File: src/rtl/swd_pkg.sv
package swd_pkg;
  localparam int unsigned SWD_PATHS = 2;

  typedef enum logic [0:0] {
    SWD_OVR = 1'b0,
    SWD_UDR = 1'b1
  } swd_path_e;
endpackage

File: src/rtl/swd_window_cmp.sv
module swd_window_cmp
  import swd_pkg::*;
#(
  parameter int unsigned SAMPLE_W = 12
) (
  input  logic                 clk,
  input  logic                 rst,
  input  logic                 smp_vld,
  input  logic [SAMPLE_W-1:0]  smp_code,
  input  logic [SAMPLE_W-1:0]  hi_limit,
  input  logic [SAMPLE_W-1:0]  lo_limit,
  output logic [SWD_PATHS-1:0] raw
);
  logic [SWD_PATHS-1:0] raw_q;

  // Limits are sampled on the same edge as the code, so a limit change
  // becomes visible only with the next qualified sample.
  always_ff @(posedge clk) begin
    if (rst) begin
      raw_q <= '0;
    end else if (smp_vld) begin
      raw_q[SWD_OVR] <= (smp_code > hi_limit);
      raw_q[SWD_UDR] <= (smp_code < lo_limit);
    end
  end

  assign raw = raw_q;

  // raw comparison bits hold between samples
  a_r3_raw_hold: assert property (@(posedge clk) disable iff (rst)
    !smp_vld |=> $stable(raw_q));

  // equality with the upper limit is not a fault
  a_r1_hi_equal: assert property (@(posedge clk) disable iff (rst)
    (smp_vld && (smp_code == hi_limit)) |=> !raw_q[SWD_OVR]);

  // equality with the lower limit is not a fault
  a_r2_lo_equal: assert property (@(posedge clk) disable iff (rst)
    (smp_vld && (smp_code == lo_limit)) |=> !raw_q[SWD_UDR]);
endmodule

File: src/rtl/swd_glitch_filter.sv
module swd_glitch_filter #(
  parameter int unsigned LEN_W = 8
) (
  input  logic             clk,
  input  logic             rst,
  input  logic             enable,
  input  logic             cfg_ld,
  input  logic [LEN_W-1:0] len_in,
  input  logic             raw_in,
  output logic             flt_out
);
  logic [LEN_W-1:0] len_q;
  logic [LEN_W-1:0] cnt_q;
  logic             flt_q;

  // The length is captured with each qualified sample so that a new
  // value does not disturb a count already in progress.
  always_ff @(posedge clk) begin
    if (rst) begin
      len_q <= '0;
    end else if (cfg_ld) begin
      len_q <= len_in;
    end
  end

  always_ff @(posedge clk) begin
    if (rst || !enable) begin
      flt_q <= 1'b0;
      cnt_q <= '0;
    end else if (raw_in == flt_q) begin
      cnt_q <= '0;
    end else if (cnt_q >= len_q) begin
      flt_q <= raw_in;
      cnt_q <= '0;
    end else begin
      cnt_q <= cnt_q + 1'b1;
    end
  end

  assign flt_out = flt_q;

  // disable clears the debounced flag on the next cycle
  a_r8_disable_clears: assert property (@(posedge clk) disable iff (rst)
    !enable |=> !flt_q);

  // with the raw bit matching, the flag does not move
  a_r5_no_spurious: assert property (@(posedge clk) disable iff (rst)
    (enable && (raw_in == flt_q)) |=> $stable(flt_q));

  // any enabled change of the flag adopts the raw level
  a_r5_toward_raw: assert property (@(posedge clk) disable iff (rst)
    ((flt_q != $past(flt_q)) && $past(enable)) |-> (flt_q == $past(raw_in)));

  // zero length tracks the raw bit one cycle later
  a_r4_zero_len: assert property (@(posedge clk) disable iff (rst)
    (enable && (len_q == '0)) |=> (flt_q == $past(raw_in)));
endmodule

File: src/rtl/supply_window_detector.sv
module supply_window_detector
  import swd_pkg::*;
#(
  parameter int unsigned SAMPLE_W = 12,
  parameter int unsigned LEN_W    = 8
) (
  input  logic                clk,
  input  logic                rst,
  input  logic                enable,
  input  logic                smp_vld,
  input  logic [SAMPLE_W-1:0] smp_code,
  input  logic [SAMPLE_W-1:0] hi_limit,
  input  logic [SAMPLE_W-1:0] lo_limit,
  input  logic [LEN_W-1:0]    ovr_len,
  input  logic [LEN_W-1:0]    udr_len,
  output logic                ovr_raw,
  output logic                udr_raw,
  output logic                ovr_flt,
  output logic                udr_flt
);
  logic [SWD_PATHS-1:0] raw_bits;
  logic [SWD_PATHS-1:0] flt_bits;
  logic [LEN_W-1:0]     len_sel [SWD_PATHS];

  assign len_sel[SWD_OVR] = ovr_len;
  assign len_sel[SWD_UDR] = udr_len;

  swd_window_cmp #(
    .SAMPLE_W (SAMPLE_W)
  ) u_cmp (
    .clk      (clk),
    .rst      (rst),
    .smp_vld  (smp_vld),
    .smp_code (smp_code),
    .hi_limit (hi_limit),
    .lo_limit (lo_limit),
    .raw      (raw_bits)
  );

  for (genvar p = 0; p < SWD_PATHS; p++) begin : g_path
    swd_glitch_filter #(
      .LEN_W (LEN_W)
    ) u_filt (
      .clk     (clk),
      .rst     (rst),
      .enable  (enable),
      .cfg_ld  (smp_vld),
      .len_in  (len_sel[p]),
      .raw_in  (raw_bits[p]),
      .flt_out (flt_bits[p])
    );
  end

  assign ovr_raw = raw_bits[SWD_OVR];
  assign udr_raw = raw_bits[SWD_UDR];
  assign ovr_flt = flt_bits[SWD_OVR];
  assign udr_flt = flt_bits[SWD_UDR];

  // reset clears every output
  a_r9_reset_clear: assert property (@(posedge clk)
    rst |=> !(ovr_raw || udr_raw || ovr_flt || udr_flt));
endmodule

File: config.mk
export PLATFORM = sky130hd
export DESIGN_NAME = supply_window_detector
export DESIGN_NICKNAME = d
export VERILOG_FILES = /design/src/rtl/swd_pkg.sv /design/src/rtl/swd_window_cmp.sv /design/src/rtl/swd_glitch_filter.sv /design/src/rtl/supply_window_detector.sv
export SDC_FILE = /design/constraint.sdc
export NUM_CORES = 1
export LEC_CHECK = 0
export ABC_AREA = 1
export BUFFER_PORTS_ARGS = -buffer_cell sky130_fd_sc_hd__buf_2
export CORE_UTILIZATION = 53
export DETAILED_ROUTE_END_ITERATION = 10
export GPL_ROUTABILITY_DRIVEN = 0
export GPL_TIMING_DRIVEN = 0
export PLACE_DENSITY_LB_ADDON = 0.2
export SLEW_MARGIN = 20
export SYNTH_ARGS = -nofsm -noshare
export SYNTH_HDL_FRONTEND = slang
export SYNTH_SLANG_ARGS = --single-unit
File: constraint.sdc
create_clock -name clk -period 1.7 [get_ports clk]
set_input_delay 0.34 -clock clk [delete_from_list [all_inputs] [get_ports clk]]
set_output_delay 0.34 -clock clk [all_outputs]
set_load 0.01 [all_outputs]
==> impl_metrics.json, run 1 <==
{
  "hpwl_mm": 3.60,
  "layout-drive-gt1-share_pct": 18.5,
  "die_area_um2": 4730,
  "cts_resized": 0,
  "synth_top_area_cell": "dfxtp_1",
  "tns_ns": 0,
  "yosysTopAreaCellShare_pct": 30.5,
  "dp_cells": 437,
  "vias": 2131,
  "rows": 23,
  "ys_ff_latch": 36,
  "postSynthNetCount": 425,
  "grt_max_degree": 11,
  "r2r_slack_ns": 0.17,
  "power.density_nw_per_um2": 644,
  "whs_path_depth": 2,
  "postSynthAreaPerCell_um2": 7.21,
  "required_ns": 1.91,
  "post-place-ws_ns": 0.163,
  "antenna_found_initial": 0,
  "hold_class": "in2reg",
  "rsz0062_at_grt": "false",
  "die_w_um": 68.8,
  "first_pass_iters": 4,
  "ir_worst_vdd_mv": 0.382,
  "worst_setup_path_end_kind": "flop",
  "stdcell_count": 444,
  "p_leak_uw": 0.00155,
  "most-common-layout-cells": "inv_1 (69), buf_2 (59), nand2_1 (58)",
  "hold_ws_ns": 0.219,
  "routed_wl_mm": 4.51,
  "r2r_start": "g_path[0].u_filt.cnt_q[0]",
  "synth.distinct_cells": 18,
  "cts_setup_buffers": 0,
  "highest_layer": "met4",
  "ff2ff_path_depth": 9,
  "met1_length_mm": 2.13,
  "htreeDepth": 2,
  "min_from": "rst",
  "core-area_um2": 4140,
  "fmax_mhz": 656,
  "holdBufCountCts": 0,
  "critPathLaunchType": "flop",
  "slew_headroom_pct": 69.7,
  "antenna-diode-count": 0,
  "wl_met2_mm": 2.04,
  "nets": 491,
  "die_h_um": 68.8,
  "grt_pass1_vias": 1827,
  "drv_slew": 0,
  "fin_crit_sh_pct": 89.7,
  "cpMostUsedCell": "nand2_1",
  "yosys_warnings": 0,
  "status": "finished clean",
  "root_buffer": "clkbuf_8",
  "drv_cap": 0,
  "io_pins": 60,
  "synthTopCellsByArea": "dfxtp_1 (30%), ha_1 (22%), inv_1 (11%), nand2_1 (9.2%), nor2_1 (6.0%)",
  "rr_endpoint": "g_path[0].u_filt.cnt_q[0]",
  "clockBufferDepth": 2,
  "synth_seq_area_share_pct": 30.5,
  "critPathMaxStageDelay_ns": 0.40,
  "cts_sinks": 36,
  "worstSetupPathType": "reg2reg",
  "groute.usage.overall_pct": 21.1,
  "grt-ovfl-total": 0,
  "min_period_ns": 1.53,
  "io_buffers": 59,
  "clock_latency_ns": 0.29,
  "drt_iter0_markers": 49,
  "setup_viol_count_final": 0,
  "syn_to_final_growth_pct": 18.4,
  "wl_met3_um": 284,
  "cts_tree": "yes",
  "skew_ns": 0.00612,
  "drc": 0,
  "slowest_stage": "dfxtp_1",
  "start_util_pct": 57.1,
  "synth_area_um2": 2360,
  "worst_pin_slew_ns": 0.454,
  "netlist_instances": 328,
  "fin_ws_ns": 0.174,
  "critPathBufInv": 1,
  "hold_end": "u_cmp.raw[0]",
  "crit_chain": "inv_1 -> ha_1 -> nand2_1 -> nand3_1 -> nand2_1 -> nand2_1 -> nand2_1 -> nand4_2 -> nor2_1",
  "cp_max_fo": 8,
  "ant_nets": 0,
  "grt_pass1_wl_mm": 7.42,
  "cts_made_buffers": 5,
  "hold_violations": 0,
  "nFillCells": 372,
  "post_drt_wl_per_cell_um": 10.2,
  "crit_family": "simple AND/OR/NAND/NOR gates",
  "arrival_ns": 1.74,
  "path_clk_slew_ns": 0.06,
  "final_common_cell": "inv_1",
  "vias_per_cell": 4.80
}
-- layout make-up --
cell class / count / area, µm² / share of cell area (%)
Multi-Input combinational cell: 219 / 1370 / 48.9
Sequential cell: 36 / 721 / 25.7
Timing Repair Buffer: 59 / 295 / 10.5
Inverter: 69 / 259 / 9.25
Clock buffer: 6 / 72.6 / 2.59
Tap cell: 50 / 62.6 / 2.23
Buffer: 4 / 15.0 / 0.536
Clock inverter: 1 / 5.00 / 0.179
-- power by group --
group | internal (µW) | total (µW) | leakage, µW | switching (µW)
Combinational | 155 | 346 | 0.00121 | 192
Sequential | 878 | 895 | 0.000295 | 16.6
Clock | 278 | 562 | 0.0000410 | 284
Total | 1310 | 1800 | 0.00155 | 492
-- synth_stat cells (all sizes together) --
library cell and number:
xor2 8, nor2 41, nand4 5, or2 1
nand3 10, clkbuf 4, ha 41, nand2 59
a21oi 28, dfxtp 36, inv 69, a21o 3
o21ai 18, xnor2 5
-- layer usage --
metal	track usage, %	vias to the layer above
met4	6.12	0
met3	6.09	5
met1	24.8	900
li1	-	1161
met2	36.9	65
met5	0	-
-- worst max path at each step --
stage               cells after the start                        end                      start  slack (ns)
finish                                  9  g_path[0].u_filt.cnt_q[0]  g_path[0].u_filt.cnt_q[0]        0.17
global placement                        9  g_path[0].u_filt.cnt_q[7]  g_path[0].u_filt.cnt_q[0]        0.22
floorplan                               9  g_path[0].u_filt.cnt_q[7]  g_path[0].u_filt.cnt_q[0]        0.39
detailed placement                      9  g_path[0].u_filt.cnt_q[0]  g_path[0].u_filt.cnt_q[0]        0.16
global route                            9  g_path[0].u_filt.cnt_q[6]  g_path[0].u_filt.cnt_q[0]        0.02
CTS                                     9  g_path[0].u_filt.cnt_q[0]  g_path[0].u_filt.cnt_q[0]        0.14
-- cell families after synthesis --
kind of cell	synth area share, %
buffers and inverters	11.6
flip-flops	30.5
adder cells (fa/ha/maj)	21.7
AO/OA/AOI/OAI	10.7
AND/OR/NAND/NOR	20.7
XOR/XNOR	4.81
-- state kept, by name (all words and copies together), names as in the netlist --
register	cells
u_cmp.raw	2
g_path.u_filt.cnt_q	16
g_path.u_filt.flt_out	2
g_path.u_filt.len_q	16
-- metrics by stage --
step | util (%) | power, µW | area, µm²
floorplan | - | 1130 | 2360
global placement | 65.7 | 1250 | 2720
detailed placement | 65.7 | 1260 | 2720
CTS | 67.6 | 1820 | 2800
global route | 67.6 | 1920 | 2800
finish | 67.6 | 1800 | 2800
No activity file was read; power rests on OpenSTA's default activity.
==> run 2: changes to the inputs <==
--- a/config.mk
+++ b/config.mk
@@ -12,6 +12,7 @@
 export GPL_ROUTABILITY_DRIVEN = 0
 export GPL_TIMING_DRIVEN = 0
 export PLACE_DENSITY_LB_ADDON = 0.2
+export RECOVER_POWER = 50
 export SLEW_MARGIN = 20
 export SYNTH_ARGS = -nofsm -noshare
 export SYNTH_HDL_FRONTEND = slang
==> impl_metrics.json, run 2 (synthesis results as in run 1) <==
{
  "hold_class": "in2reg",
  "power.density_nw_per_um2": 645,
  "reg_top3": "g_path.u_filt.cnt_q: 16 flops, g_path.u_filt.len_q: 16 flops",
  "skew_ns": 0.00582,
  "p_sw_share_pct": 27.3,
  "most-common-layout-cells": "inv_1 (69), nand2_1 (58), buf_2 (54)",
  "total_power_uw": 1800,
  "r2r_start": "g_path[0].u_filt.cnt_q[0]",
  "seqPwrFrac_pct": 49.7,
  "crit_start": "g_path[0].u_filt.cnt_q[0]",
  "r2r_slack_ns": 0.17,
  "arrival_ns": 1.74,
  "drt_iter0_markers": 54,
  "die_area_um2": 4730,
  "status": "finished clean",
  "core-area_um2": 4140,
  "layout-drive-gt1-share_pct": 17.3,
  "cts_tree": "yes",
  "switching_power_uw": 493,
  "grt_max_degree": 11,
  "tns_ns": 0,
  "p_leak_uw": 0.00153,
  "p_comb_share_pct": 19.1,
  "ir_worst_vdd_mv": 0.382,
  "vias_per_cell": 4.81,
  "nets": 491,
  "p_clk_share_pct": 31.2,
  "drv_slew": 0,
  "worst_setup_path_end_kind": "flop",
  "final_common_cell": "inv_1",
  "fmax_mhz": 656,
  "die_h_um": 68.8,
  "antenna_found_initial": 0,
  "root_buffer": "clkbuf_8",
  "nFillCells": 376,
  "worst_pin_slew_ns": 0.457,
  "cts_setup_buffers": 0,
  "rr_endpoint": "g_path[0].u_filt.cnt_q[0]",
  "rows": 23,
  "rsz0062_at_grt": "false",
  "hold_violations": 0,
  "hpwl_mm": 3.60,
  "slew_headroom_pct": 69.6,
  "drc": 0,
  "io_pins": 60,
  "ff2ff_path_depth": 9,
  "grt_pass1_vias": 1827,
  "clock_latency_ns": 0.29,
  "required_ns": 1.91,
  "hold_end": "u_cmp.raw[0]",
  "cts_made_buffers": 5,
  "min_period_ns": 1.53,
  "groute.usage.overall_pct": 21.1,
  "drv_cap": 0,
  "cp_max_fo": 8,
  "setup_viol_count_final": 0,
  "routed_wl_mm": 4.51,
  "fin_crit_sh_pct": 89.7,
  "holdBufCountCts": 0,
  "p_int_uw": 1310,
  "critPathLaunchType": "flop",
  "htreeDepth": 2,
  "min_from": "rst",
  "utilization_pct": 67.4,
  "worstSetupPathType": "reg2reg",
  "path_clk_slew_ns": 0.06,
  "grt_pass1_wl_mm": 7.42,
  "cts_resized": 0,
  "ant_nets": 0,
  "post_drt_wl_per_cell_um": 10.2,
  "first_pass_iters": 4,
  "die_w_um": 68.8,
  "vias": 2136,
  "syn_to_final_growth_pct": 18.1,
  "whs_path_depth": 2,
  "io_buffers": 59,
  "clockBufferDepth": 2,
  "antenna-diode-count": 0,
  "grt-ovfl-total": 0,
  "start_util_pct": 57.1,
  "cts_sinks": 36
}
## run 2: cell count changes in the layout (fill, tap and decap cells not counted)
cell / delta
buf_2: -5
clkbuf_1: +5
## run 2: area by class of cell
cell class	instances	area, µm²	area share (%)
plain buffers	4	15.0	0.537
clock buffers	6	72.6	2.60
clock inverters	1	5.00	0.179
inverters	69	259	9.27
multi-input cells	219	1370	49.0
flip-flops and latches	36	721	25.8
well taps	50	62.6	2.24
repair buffers	59	289	10.3
## run 2: routing by layer
layer	vias up	global-route usage, %	share of wire [%]
met1	907	24.8	48
met2	63	36.9	45
li1	1161	-	-
met5	-	0	0
met3	5	6.09	6.0
met4	0	6.12	1.2
## run 2: through the flow
step	hold slack, ns	cell area (µm²)	setup slack (ns)	cells
floorplan	0.409	2360	0.386	328
global placement	0.450	2720	0.216	437
detailed placement	0.456	2720	0.163	437
CTS	0.214	2800	0.143	444
global route	0.219	2790	0.0153	444
finish	0.219	2790	0.174	444
## run 2: worst max-delay path, stage by stage (launching register included)
cell and delay [ns]:
dfxtp_1 0.40, inv_1 0.06, ha_1 0.29, nand2_1 0.06
nand3_1 0.07, nand2_1 0.07, nand2_1 0.05, nand2_1 0.08
nand4_2 0.20, nor2_1 0.17
## run 2: worst max-delay path by stage
stage                                      to  slack (ns)
global placement    g_path[0].u_filt.cnt_q[7]        0.22
finish              g_path[0].u_filt.cnt_q[0]        0.17
global route        g_path[0].u_filt.cnt_q[6]        0.02
detailed placement  g_path[0].u_filt.cnt_q[0]        0.16
floorplan           g_path[0].u_filt.cnt_q[7]        0.39
CTS                 g_path[0].u_filt.cnt_q[0]        0.14
## run 2: power groups by stage
stage | Clock (µW) | Combinational [µW] | Sequential [µW]
after floorplan | 0 | 220 | 912
after global placement | 0 | 336 | 913
after detailed placement | 0 | 348 | 914
after CTS | 574 | 352 | 895
after global routing | 610 | 408 | 899
final | 562 | 345 | 895
